--- src/rtl/phy_regbank_pkg.sv ---
// Package: shared widths, slot numbering, access kinds, default values
// and the single function that applies an access kind to a register.
// Assumes a 32-bit data path and word-aligned slots.
package phy_regbank_pkg;

    localparam int DW      = 32;
    localparam int NSLOT   = 7;
    localparam int SRST_BIT = 31;

    // Writable slot numbers; slots 0..3 follow address order (word>>2)
    localparam int SLOT_PWD   = 0;
    localparam int SLOT_TX    = 1;
    localparam int SLOT_RX    = 2;
    localparam int SLOT_CTRL  = 3;
    localparam int SLOT_STAT  = 4;
    localparam int SLOT_DBG   = 5;
    localparam int SLOT_DBG1  = 6;

    // Default values
    localparam logic [DW-1:0] INIT_PWD     = 32'h001E_1C00;
    localparam logic [DW-1:0] INIT_TX      = 32'h1006_0607;
    localparam logic [DW-1:0] INIT_RX      = 32'h0000_0000;
    localparam logic [DW-1:0] INIT_CTRL    = 32'hC020_0000;
    localparam logic [DW-1:0] INIT_STAT    = 32'h0000_0000;
    localparam logic [DW-1:0] INIT_DBG     = 32'h7F18_0000;
    localparam logic [DW-1:0] INIT_DBG1    = 32'h0000_1000;
    localparam logic [DW-1:0] VAL_DBG0ST   = 32'h0000_0000;
    localparam logic [DW-1:0] VAL_VERSION  = 32'h0402_0000;

    // Access kind, equal to the low two bits of the word index
    typedef enum logic [1:0] {
        OP_WRITE = 2'd0,
        OP_SET   = 2'd1,
        OP_CLR   = 2'd2,
        OP_TOG   = 2'd3
    } op_e;

    // Reset value of a writable slot
    function automatic logic [DW-1:0] slot_init(input int s);
        case (s)
            SLOT_PWD:  return INIT_PWD;
            SLOT_TX:   return INIT_TX;
            SLOT_RX:   return INIT_RX;
            SLOT_CTRL: return INIT_CTRL;
            SLOT_STAT: return INIT_STAT;
            SLOT_DBG:  return INIT_DBG;
            default:   return INIT_DBG1;
        endcase
    endfunction

    // 1 when the soft reset reloads the slot
    function automatic bit slot_soft(input int s);
        return (s <= SLOT_CTRL);
    endfunction

    // Result of an access kind applied to a current value
    function automatic logic [DW-1:0] apply_op(input logic [DW-1:0] cur,
                                               input op_e op,
                                               input logic [DW-1:0] d);
        case (op)
            OP_SET:  return cur | d;
            OP_CLR:  return cur & ~d;
            OP_TOG:  return cur ^ d;
            default: return d;
        endcase
    endfunction

endpackage

--- src/rtl/phy_addr_decode.sv ---
// Address decoder: maps a byte address to a writable slot plus access kind,
// or to a read-only constant word. Misaligned addresses decode to nothing.
// Assumes AW >= 8 so that the whole map fits in the window.
module phy_addr_decode
    import phy_regbank_pkg::*;
#(
    parameter int AW = 12
) (
    input  logic [AW-1:0] addr,
    output logic          slot_hit,
    output logic [2:0]    slot_idx,
    output op_e           slot_op,
    output logic          ro_hit,
    output logic [DW-1:0] ro_val
);
    localparam int WW = AW - 2;

    logic [WW-1:0] word;
    logic          aligned;

    assign word    = addr[AW-1:2];
    assign aligned = (addr[1:0] == 2'b00);

    // Decode the word index into slot, access kind and read-only hits
    always_comb begin
        slot_hit = 1'b0;
        slot_idx = 3'd0;
        slot_op  = OP_WRITE;
        ro_hit   = 1'b0;
        ro_val   = '0;
        if (aligned) begin
            if (int'(word) < 32) begin
                case (word[4:2])
                    3'd0, 3'd1, 3'd2, 3'd3: begin
                        slot_hit = 1'b1;
                        slot_idx = word[4:2];
                        slot_op  = op_e'(word[1:0]);
                    end
                    3'd4: begin
                        if (word[1:0] == 2'd0) begin
                            slot_hit = 1'b1;
                            slot_idx = 3'(SLOT_STAT);
                        end
                    end
                    3'd5: begin
                        slot_hit = 1'b1;
                        slot_idx = 3'(SLOT_DBG);
                        slot_op  = op_e'(word[1:0]);
                    end
                    3'd6: begin
                        if (word[1:0] == 2'd0) begin
                            ro_hit = 1'b1;
                            ro_val = VAL_DBG0ST;
                        end
                    end
                    default: begin
                        slot_hit = 1'b1;
                        slot_idx = 3'(SLOT_DBG1);
                        slot_op  = op_e'(word[1:0]);
                    end
                endcase
            end else if (int'(word) == 32) begin
                ro_hit = 1'b1;
                ro_val = VAL_VERSION;
            end
        end
    end
endmodule

--- src/rtl/phy_soft_reset_gen.sv ---
// Soft-reset trigger: decides from the access kind, data bit 31 and the
// present control bit 31 whether an accepted control write fires the
// soft reset. Assumes wr_ctrl is already qualified by strobes and address.
module phy_soft_reset_gen
    import phy_regbank_pkg::*;
(
    input  logic wr_ctrl,
    input  op_e  op,
    input  logic data_msb,
    input  logic ctrl_msb,
    output logic fire
);
    // Direct and OR writes fire on data bit 31; toggle fires only on 0 -> 1
    always_comb begin
        fire = 1'b0;
        if (wr_ctrl && data_msb) begin
            case (op)
                OP_WRITE, OP_SET: fire = 1'b1;
                OP_TOG:           fire = ~ctrl_msb;
                default:          fire = 1'b0;
            endcase
        end
    end
endmodule

--- src/rtl/phy_bank_reg.sv ---
// One register of the bank: applies direct, OR, clear and toggle writes,
// and reloads its default on the soft reset when SOFT_EN is set.
// The soft reset wins over a write on the same edge. Synchronous reset.
module phy_bank_reg
    import phy_regbank_pkg::*;
#(
    parameter logic [DW-1:0] INIT_VAL = '0,
    parameter bit            SOFT_EN  = 1'b0
) (
    input  logic          clk,
    input  logic          rst_n,
    input  logic          wr_en,
    input  op_e           op,
    input  logic [DW-1:0] wdata,
    input  logic          soft_rst,
    output logic [DW-1:0] q
);
    // Register update: hardware reset, then soft reset, then write
    always_ff @(posedge clk) begin
        if (!rst_n) begin
            q <= INIT_VAL;
        end else if (SOFT_EN && soft_rst) begin
            q <= INIT_VAL;
        end else if (wr_en) begin
            q <= apply_op(q, op, wdata);
        end
    end
endmodule

--- src/rtl/phy_ctrl_regbank.sv ---
// Top: APB-style register bank for PHY control. Zero-wait accesses,
// combinational read data in the access phase, writes on the access edge.
// Assumes full-word aligned accesses; anything else writes nothing.
module phy_ctrl_regbank
    import phy_regbank_pkg::*;
#(
    parameter int AW = 12
) (
    input  logic          pclk,
    input  logic          presetn,
    input  logic          psel,
    input  logic          penable,
    input  logic          pwrite,
    input  logic [AW-1:0] paddr,
    input  logic [DW-1:0] pwdata,
    input  logic [3:0]    pstrb,
    output logic [DW-1:0] prdata,
    output logic          pready,
    output logic          pslverr
);
    logic                      dec_hit;
    logic [2:0]                dec_slot;
    op_e                       dec_op;
    logic                      dec_ro;
    logic [DW-1:0]             dec_ro_val;
    logic                      wr_acc;
    logic                      soft_fire;
    logic [NSLOT-1:0][DW-1:0]  slot_q;

    phy_addr_decode #(.AW(AW)) i_dec (
        .addr     (paddr),
        .slot_hit (dec_hit),
        .slot_idx (dec_slot),
        .slot_op  (dec_op),
        .ro_hit   (dec_ro),
        .ro_val   (dec_ro_val)
    );

    // Accepted write: access phase, full strobes, decoded writable slot
    assign wr_acc = psel && penable && pwrite && (pstrb == 4'hF) && dec_hit;

    phy_soft_reset_gen i_srst (
        .wr_ctrl  (wr_acc && (dec_slot == 3'(SLOT_CTRL))),
        .op       (dec_op),
        .data_msb (pwdata[SRST_BIT]),
        .ctrl_msb (slot_q[SLOT_CTRL][SRST_BIT]),
        .fire     (soft_fire)
    );

    for (genvar g = 0; g < NSLOT; g++) begin : g_slot
        phy_bank_reg #(
            .INIT_VAL (slot_init(g)),
            .SOFT_EN  (slot_soft(g))
        ) i_reg (
            .clk      (pclk),
            .rst_n    (presetn),
            .wr_en    (wr_acc && (dec_slot == 3'(g))),
            .op       (dec_op),
            .wdata    (pwdata),
            .soft_rst (soft_fire),
            .q        (slot_q[g])
        );
    end

    // Read mux: aliases read their base slot, unmapped words read zero
    always_comb begin
        prdata = '0;
        if (psel && !pwrite) begin
            if (dec_hit) begin
                prdata = slot_q[dec_slot];
            end else if (dec_ro) begin
                prdata = dec_ro_val;
            end
        end
    end

    assign pready  = 1'b1;
    assign pslverr = 1'b0;
endmodule

--- config.mk ---
export PLATFORM = sky130hd
export DESIGN_NAME = phy_ctrl_regbank
export DESIGN_NICKNAME = d
export VERILOG_FILES = /design/src/rtl/phy_regbank_pkg.sv /design/src/rtl/phy_addr_decode.sv /design/src/rtl/phy_soft_reset_gen.sv /design/src/rtl/phy_bank_reg.sv /design/src/rtl/phy_ctrl_regbank.sv
export SDC_FILE = /design/constraint.sdc
export NUM_CORES = 1
export LEC_CHECK = 0
export CORE_UTILIZATION = 48
export CTS_BUF_LIST = sky130_fd_sc_hd__clkbuf_8
export DETAILED_ROUTE_END_ITERATION = 6
export PLACE_DENSITY = 0.66
export SLEW_MARGIN = 20
export SYNTH_ARGS = -nofsm -noshare
export SYNTH_HDL_FRONTEND = slang
export SYNTH_SLANG_ARGS = --single-unit
--- constraint.sdc ---
create_clock -name pclk -period 7.7 [get_ports pclk]
set_clock_uncertainty 0.1 [all_clocks]
set_input_delay 1.155 -clock pclk [delete_from_list [all_inputs] [get_ports pclk]]
set_output_delay 1.155 -clock pclk [all_outputs]
set_load 0.005 [all_outputs]
**Yosys cells after proc, flatten, opt, wreduce, memory -nomap -nowiden**

Cells that the tools add are included.

- Multiplexer cells: 32
- $lt $le $gt $ge: 2
- Equal/unequal tests: 17
- Bitwise logic cells: 24
- Reduce and logical (&&, ||, !) cells: 23

Operators with widths:

| kind | count |
|---|---|
| $pmux W32 S3 | 7 |
| $and A32 B32 Y32 | 7 |
| $or A32 B32 Y32 | 7 |
| $xor A32 B32 Y32 | 7 |
| $mux W32 | 6 |
| $bmux W32 S3 | 1 |
| $not A32 Y32 | 1 |
| $mux W27 | 1 |
| $eq A3 B3 Y1 const B | 6 |
| $logic_and A1 B1 Y1 | 13 |
| $eq A3 B2 Y1 const B | 4 |
| $pmux W3 S4 | 1 |
| $eq A10 B7 Y1 const B | 1 |
| $lt A10 B6 Y1 const B | 1 |
| $mux W3 | 3 |
| $mux W1 | 8 |
| $eq A3 B1 Y1 const B | 2 |
| $logic_not A2 Y1 | 3 |
| $logic_not A3 Y1 | 2 |
| $mux W2 | 3 |
| $reduce_or A2 Y1 | 3 |
| $eq A2 B2 Y1 const B | 2 |
| $eq A4 B4 Y1 const B | 1 |
| $lt A3 B4 Y1 const B | 1 |
| 5 further kinds | 7 |

- Bits in registers: 224
- Output and inout bits: 34
- Logic and storage cells: 105
- Input port bits: 53

**Longest topological paths before layout**

- Depth in word-level cells: 10
- Depth in mapped cells: 9
- Depth with buffers taken out: 6

**By module**

From an unflattened synthesis, not the netlist that was laid out.

- Cell total of the unflattened synthesis: 2827
- Area, all modules: 24564.8 um^2

Modules (own cells, without submodules):

| module | seq. area each (um^2) | area each (um^2) | cells an instance | instances |
|---|---|---|---|---|
| phy_bank_reg (g_slot[4].i_reg) | 640.6 | 3399.5 | 375 | 1 |
| phy_bank_reg (g_slot[0].i_reg) | 640.6 | 3184.3 | 365 | 1 |
| phy_bank_reg (g_slot[1].i_reg) | 640.6 | 3161.8 | 364 | 1 |
| phy_bank_reg (g_slot[5].i_reg) | 640.6 | 3123.0 | 379 | 1 |
| phy_bank_reg (g_slot[6].i_reg) | 640.6 | 3090.5 | 347 | 1 |
| phy_bank_reg (g_slot[3].i_reg) | 640.6 | 2941.6 | 350 | 1 |
| phy_bank_reg (g_slot[2].i_reg) | 640.6 | 2902.8 | 345 | 1 |
| phy_ctrl_regbank | 0.0 | 2283.4 | 246 | 1 |
| phy_addr_decode | 0.0 | 459.2 | 53 | 1 |
| phy_soft_reset_gen | 0.0 | 18.8 | 3 | 1 |

**Worst setup path before layout**

Ideal clock, no wire load.

- Kind: input -> output
- From: in paddr[1]
- To: out prdata[19]
- Stages: 8
- Required time: 6.445 ns
- Path buffers: 3
- Arrival time: 3.207 ns
- Setup slack: 3.238 ns
- Cell sequence: or4_1 clkbuf_1 or3_1 buf_2 nor2_1 clkbuf_1 o21ai_0 o32ai_1

- Longest elaborated chain between the ends: 6
- Elaborated cells on any way between the ends: 10
- Classes of those cells: 9 x mux; 1 x reduce/logical

Ends and longest elaborated chain:

| what | RTL line | RTL |
|---|---|---|
| from (decl) | phy_ctrl_regbank.sv:14 | `input logic [AW-1:0] paddr,` |
| $logic_not A2 Y1 (*) | phy_addr_decode.sv:22 | `assign aligned = (addr[1:0] == 2'b00);` |
| $mux W3 | phy_addr_decode.sv:31 | `if (aligned) begin` |
| $bmux W32 S3 | phy_ctrl_regbank.sv:70 | `prdata = slot_q[dec_slot];` |
| $mux W32 (not written as such) | phy_ctrl_regbank.sv:70 |  |
| $mux W32 (*) | phy_ctrl_regbank.sv:69 | `if (dec_hit) begin` |
| $mux W32 (*) | phy_ctrl_regbank.sv:68 | `if (psel && !pwrite) begin` |
| to (decl) | phy_ctrl_regbank.sv:17 | `output logic [DW-1:0] prdata,` |

Mark *: on every way between the ends. The rest lies on a longest branch, timed or not. The select of a mux whose other input is x is not followed.

**Worst setup path in the final report**

- From: in paddr[4]
- To: out prdata[21]

- Longest elaborated chain between the ends: 9
- Elaborated cells on any way between the ends: 27
- Classes of those cells: 1 x order compare; 7 x eq/ne; 17 x mux; 2 x reduce/logical

Ends and longest elaborated chain:

| what | RTL line |
|---|---|
| parallel branches: the longest is 7 deep, another holds $lt A10 B6 Y1 | -- |
| $mux W32 (*) | phy_ctrl_regbank.sv:69 |
| $mux W32 (*) | phy_ctrl_regbank.sv:68 |

Every way passes the cells marked *. The select of a mux whose other input is x is not followed.

==> flow_summary.html <==
<table>
<tr><th>Metric</th><th>Value</th></tr>
<tr><th colspan="2">Logic synthesis</th></tr>
<tr><td>Synthesized-area fraction occupied by xor and xnor cells</td><td>0</td></tr>
<tr><td>Netlist area before placement</td><td>between 0.015 and 0.02 mm^2</td></tr>
<tr><td>Share of synthesized area spent on multiplexers</td><td>0.101</td></tr>
<tr><td>Proportion of synthesized flip-flops having asynchronous set or reset</td><td>0</td></tr>
<tr><td>Flop and latch count out of synthesis</td><td>224</td></tr>
<tr><td>Share of synthesized cell area in full adder, half adder and majority cells</td><td>0.252</td></tr>
<tr><td>Synthesized instance count</td><td>between 2k and 2.5k</td></tr>
<tr><td>Combinational family with the most area after synthesis</td><td>adder cells</td></tr>
<tr><td>Share of the synthesized area in compound gates (AO/OA/AOI/OAI)</td><td>0.241</td></tr>
<tr><td>Number of nets produced by synthesis</td><td>2,658</td></tr>
<tr><td>Avg Inst Size Synth</td><td>between 8 and 9 um^2</td></tr>
<tr><td>Unique cell type count in the Yosys netlist</td><td>between 50 and 60</td></tr>
<tr><td>Number of enable-type register cells in the synthesized netlist</td><td>0</td></tr>
<tr><td>Count of yosys warnings during synthesis</td><td>0</td></tr>
<tr><td>Fraction of the yosys area taken by sequential cells</td><td>0.235</td></tr>
<tr><td>Top_reg_cell synth</td><td>dfxtp_1</td></tr>
<tr><td>Post-Synth Simple-Gate Area</td><td>0.0866</td></tr>
<tr><th colspan="2">Worst setup path</th></tr>
<tr><td>Data required time at the worst endpoint</td><td>roughly 6.4 ns</td></tr>
<tr><td>Category of the worst setup path launch point</td><td>input pin</td></tr>
<tr><td>Worst Setup Path Type</td><td>input pin to output port</td></tr>
<tr><td>CP max FO</td><td>19</td></tr>
<tr><td>Worst R2R Path Depth</td><td>4</td></tr>
<tr><td>Arrival time at the worst endpoint</td><td>roughly 5 ns</td></tr>
<tr><td>Critical path capture point type</td><td>output port</td></tr>
<tr><td>Setup slack of the most critical reg-to-reg path</td><td>5.52 ns</td></tr>
<tr><td>Critical R2R Launch</td><td>g_slot[3].i_reg.q[31]</td></tr>
<tr><td>Capture point of the worst reg-to-reg path</td><td>g_slot[0].i_reg.q[19]</td></tr>
<tr><th colspan="2">Clock tree</th></tr>
<tr><td>CTS tree</td><td>yes</td></tr>
<tr><td>Clk sinks</td><td>around 220</td></tr>
<tr><td>CTS Hold Buffers Added</td><td>0</td></tr>
<tr><td>Clock tree buffer depth</td><td>3</td></tr>
<tr><td># Post-CTS Setup Buffers</td><td>0</td></tr>
<tr><td>Insertion delay of the later-clocked pin in the worst-skew pair</td><td>a little under 0.6 ns</td></tr>
<tr><td>Number of buffers added by the clock tree synthesis step</td><td>44</td></tr>
<tr><td>H-tree depth</td><td>2</td></tr>
<tr><td>Clock transition at path regs</td><td>0.06 ns</td></tr>
<tr><td>Clock root cell</td><td>clkbuf_8</td></tr>
<tr><td>Count of cells resized by post-cts repair</td><td>0</td></tr>
<tr><th colspan="2">Layout</th></tr>
<tr><td>Relative area change from synthesis to final layout</td><td>10.0%</td></tr>
<tr><td>Sequential cell area</td><td>roughly 0.0045 mm^2</td></tr>
<tr><td>Final layout net count</td><td>between 2k and 3k</td></tr>
<tr><td>Share of cells above drive strength 1</td><td>0.0531</td></tr>
<tr><td>Register containing the most flip-flops in the final layout</td><td>g_slot.i_reg.q</td></tr>
<tr><td>Leading registers by flop count</td><td>g_slot.i_reg.q x224</td></tr>
<tr><td>Final instance count without filler cells</td><td>roughly 2.7k</td></tr>
<tr><td>Number of fill cells in the layout</td><td>roughly 3.6k</td></tr>
<tr><td>Largest register FFs</td><td>224</td></tr>
<tr><td>Area of the multi-input gates</td><td>~0.013 mm^2</td></tr>
<tr><td>Number of antenna cells inserted</td><td>0</td></tr>
<tr><th colspan="2">Hold path</th></tr>
<tr><td>Number of cells on the worst hold path</td><td>2</td></tr>
<tr><td>Worst min path class</td><td>flop to flop</td></tr>
<tr><td>Endpoint with the worst hold slack</td><td>g_slot[4].i_reg.q[26]</td></tr>
<tr><td>Start point of the worst hold path</td><td>g_slot[4].i_reg.q[26]</td></tr>
<tr><th colspan="2">Flow run</th></tr>
<tr><td>Number of max-capacitance violations reported</td><td>0</td></tr>
<tr><th colspan="2">GRT</th></tr>
<tr><td>Via count of the first global-routing pass</td><td>between 15k and 20k</td></tr>
<tr><td>Wire length of the first global-routing pass</td><td>between 90,000 and 100,000 um</td></tr>
<tr><td>Antenna violations before repair</td><td>0</td></tr>
<tr><td>Sum of overflow across all layers after global routing</td><td>0</td></tr>
<tr><td>All-layer global routing usage</td><td>0.289</td></tr>
<tr><td>Pin count of the biggest net entering global routing</td><td>between 150 and 200</td></tr>
<tr><th colspan="2">Floorplanning</th></tr>
<tr><td>Die footprint</td><td>slightly above 0.04 mm^2</td></tr>
<tr><td>Starting utilization of the core area</td><td>0.490</td></tr>
<tr><td>Row cnt</td><td>just over 70</td></tr>
<tr><td>Core box area</td><td>~0.039 mm^2</td></tr>
<tr><td>DIE WIDTH</td><td>slightly above 200 um</td></tr>
<tr><td>Die span in y</td><td>201 um</td></tr>
<tr><td>Top-Level Pins</td><td>just under 90</td></tr>
<tr><th colspan="2">Pwr</th></tr>
<tr><td>Power Density</td><td>127 mW/mm^2</td></tr>
<tr><td>Worst IR Drop VDD</td><td>0.0937 mV</td></tr>
<tr><td>Leak pwr</td><td>about 8.6 nW</td></tr>
<tr><th colspan="2">Route</th></tr>
<tr><td>First-pass iteration count of the detailed router</td><td>6</td></tr>
<tr><td>Final routed DRC violation total</td><td>0</td></tr>
<tr><td>Via count</td><td>between 15k and 20k</td></tr>
<tr><td>Antenna viol nets, final</td><td>0</td></tr>
<tr><td>Average via count per standard cell</td><td>between 6 and 7</td></tr>
<tr><td>DRT iter0 DRCs</td><td>1,398</td></tr>
<tr><td>Total detailed-routing wirelength</td><td>~60,000 um</td></tr>
<tr><td>Wirelength per Cell</td><td>approximately 22 um</td></tr>
<tr><th colspan="2">Place</th></tr>
<tr><td>Routability congestion estimate</td><td>around 0.86</td></tr>
<tr><td>Number of I/O port buffers</td><td>84</td></tr>
<tr><td>Dpl cells</td><td>2,668</td></tr>
<tr><td>Final HPWL from detailed placement</td><td>approximately 34,000 um</td></tr>
<tr><td>DP Worst Slack</td><td>1.48 ns</td></tr>
<tr><th colspan="2">Timing</th></tr>
<tr><td>Post-route setup TNS</td><td>0 ns</td></tr>
<tr><td>Crit path time final</td><td>6.38 ns</td></tr>
<tr><td>Relative slew margins</td><td>0.280</td></tr>
<tr><td>Worst-margin pin slew</td><td>about 1.1 ns</td></tr>
<tr><td>Highest achievable clock rate</td><td>157 MHz</td></tr>
<tr><td>Max Transition Viols Final</td><td>0</td></tr>
<tr><td>Final WS setup</td><td>~1.3 ns</td></tr>
<tr><td>Final setup violation count</td><td>0</td></tr>
<tr><td>Fin crit share</td><td>0.828</td></tr>
<tr><td>Hold Fails Final Rpt</td><td>0</td></tr>
<tr><td>Setup repair after global routing missed its margin</td><td>no</td></tr>
<tr><th colspan="2">Status</th></tr>
<tr><td>Result of the run</td><td>finished clean</td></tr>
</table>
[critical path, cell delays in order]
cell and delay (ns):
clkdlybuf4s50_1 0.63, and2_1 0.29, o21ai_0 0.65, or3_1 0.70, buf_4 0.47, nor2_1 0.07, o32ai_1 0.53, clkdlybuf4s50_1 0.61
[power by group]
part / leakage, nW / switching, mW / internal [mW]
combinational: 6.31 / 0.190 / 0.113
sequential: 1.80 / 0.0000138 / 1.16
clock: 0.496 / 0.569 / 0.645
total: 8.61 / 0.758 / 1.92
[logic make-up after synthesis]
group                      after synthesis
AOI/OAI and AO/OA                      648
DFF                                    224
adders and majority gates              384
buffers and inverters                  412
other                                    2
and+or+nand+nor                        359
muxes                                  192
[synthesized netlist by cell type, types with 2 or more instances]
library cell  number  area [um^2]
inv_1            226          848
a21oi_1           67          335
nand4_1            5         31.3
o21ba_2           10          100
conb_1             2         7.51
o22a_1           115         1010
or3_1              9         56.3
nor2_1           139          522
dfxtp_1          224         4480
mux2i_1          192         1920
nor3_1            67          335
buf_2             15         75.1
clkbuf_1         143          537
a31oi_1           44          275
a311oi_1          74          648
and2_0             4         25.0
o2111ai_1          5         43.8
a211oi_1          40          300
nor2b_1            3         18.8
nand2b_1           5         31.3
a221o_1            2         20.0
o22ai_1           99          619
o21ai_0          114          571
buf_1             14         52.6
nand3_1           23          115
nand2_1           74          278
or3b_2             2         17.5
o21a_1             6         45.0
ha_1             384         4800
o221ai_1          34          298
and2_1             8         50.1
a2bb2oi_1          3         26.3
o32ai_1           28          245
buf_4             13         97.6
nor3b_1           11         82.6
[worst max-delay path by stage]
stage / endpoint / slack, ns / startpoint
6_report: prdata[21] / 1.32 / paddr[4]
3_3_place_gp: prdata[21] / 1.59 / paddr[4]
2_1_floorplan: prdata[19] / 3.24 / paddr[1]
5_1_grt: prdata[21] / 1.23 / paddr[1]
4_1_cts: prdata[21] / 1.44 / paddr[4]
3_5_place_dp: prdata[21] / 1.48 / paddr[4]
[cell usage in the layout (no fill, tap or decap), types with 3 or more instances in the layout]
master,netlist,final
a211oi_1,40,39
a21oi_1,67,67
a2bb2oi_1,3,3
a311oi_1,74,74
a31oi_1,44,44
and2_0,4,4
and2_1,8,8
buf_4,13,28
clkbuf_8,0,52
clkdlybuf4s50_1,0,82
clkinv_2,0,4
dfxtp_1,224,224
ha_1,384,384
inv_1,226,241
mux2i_1,192,192
nand2_1,74,74
nand2b_1,5,5
nand3_1,23,23
nand4_1,5,5
nor2_1,139,136
nor2b_1,3,3
nor3_1,67,62
nor3_2,1,4
nor3_4,1,3
nor3b_1,11,11
o2111ai_1,5,4
o21a_1,6,6
o21ai_0,114,114
o21ba_2,10,10
o221ai_1,34,34
o22a_1,115,115
o22ai_1,99,99
o32ai_1,28,28
or3_1,9,9
[metal layers]
metal,up-vias,wire length [um],GRT usage
met3,114,4390,0.0544
li1,8065,-,-
met4,0,1380,0.0923
met1,8515,26200,0.372
met5,-,0,0
met2,662,28000,0.486
[through the flow]
step	cell area (um^2)	hold WS, ns	power, mW	utilization
after floorplan	19100	0.329	1.38	-
after global placement	20100	0.338	1.47	0.517
after detailed placement	20100	0.342	1.48	0.518
after CTS	21000	0.350	2.69	0.539
after global routing	21000	0.372	2.78	0.539
final	21000	0.350	2.68	0.539
[cell type report]
| class | count | share of cell area |
|---|---|---|
| Clock buffer | 52 | 0.0341 |
| Clock inverter | 22 | 0.00614 |
| Inverter | 227 | 0.0406 |
| Multi-Input combinational cell | 1585 | 0.623 |
| Sequential cell | 224 | 0.214 |
| Tap cell | 518 | 0.0309 |
| Timing Repair Buffer | 114 | 0.0520 |
(Power assumes the default switching activity.)
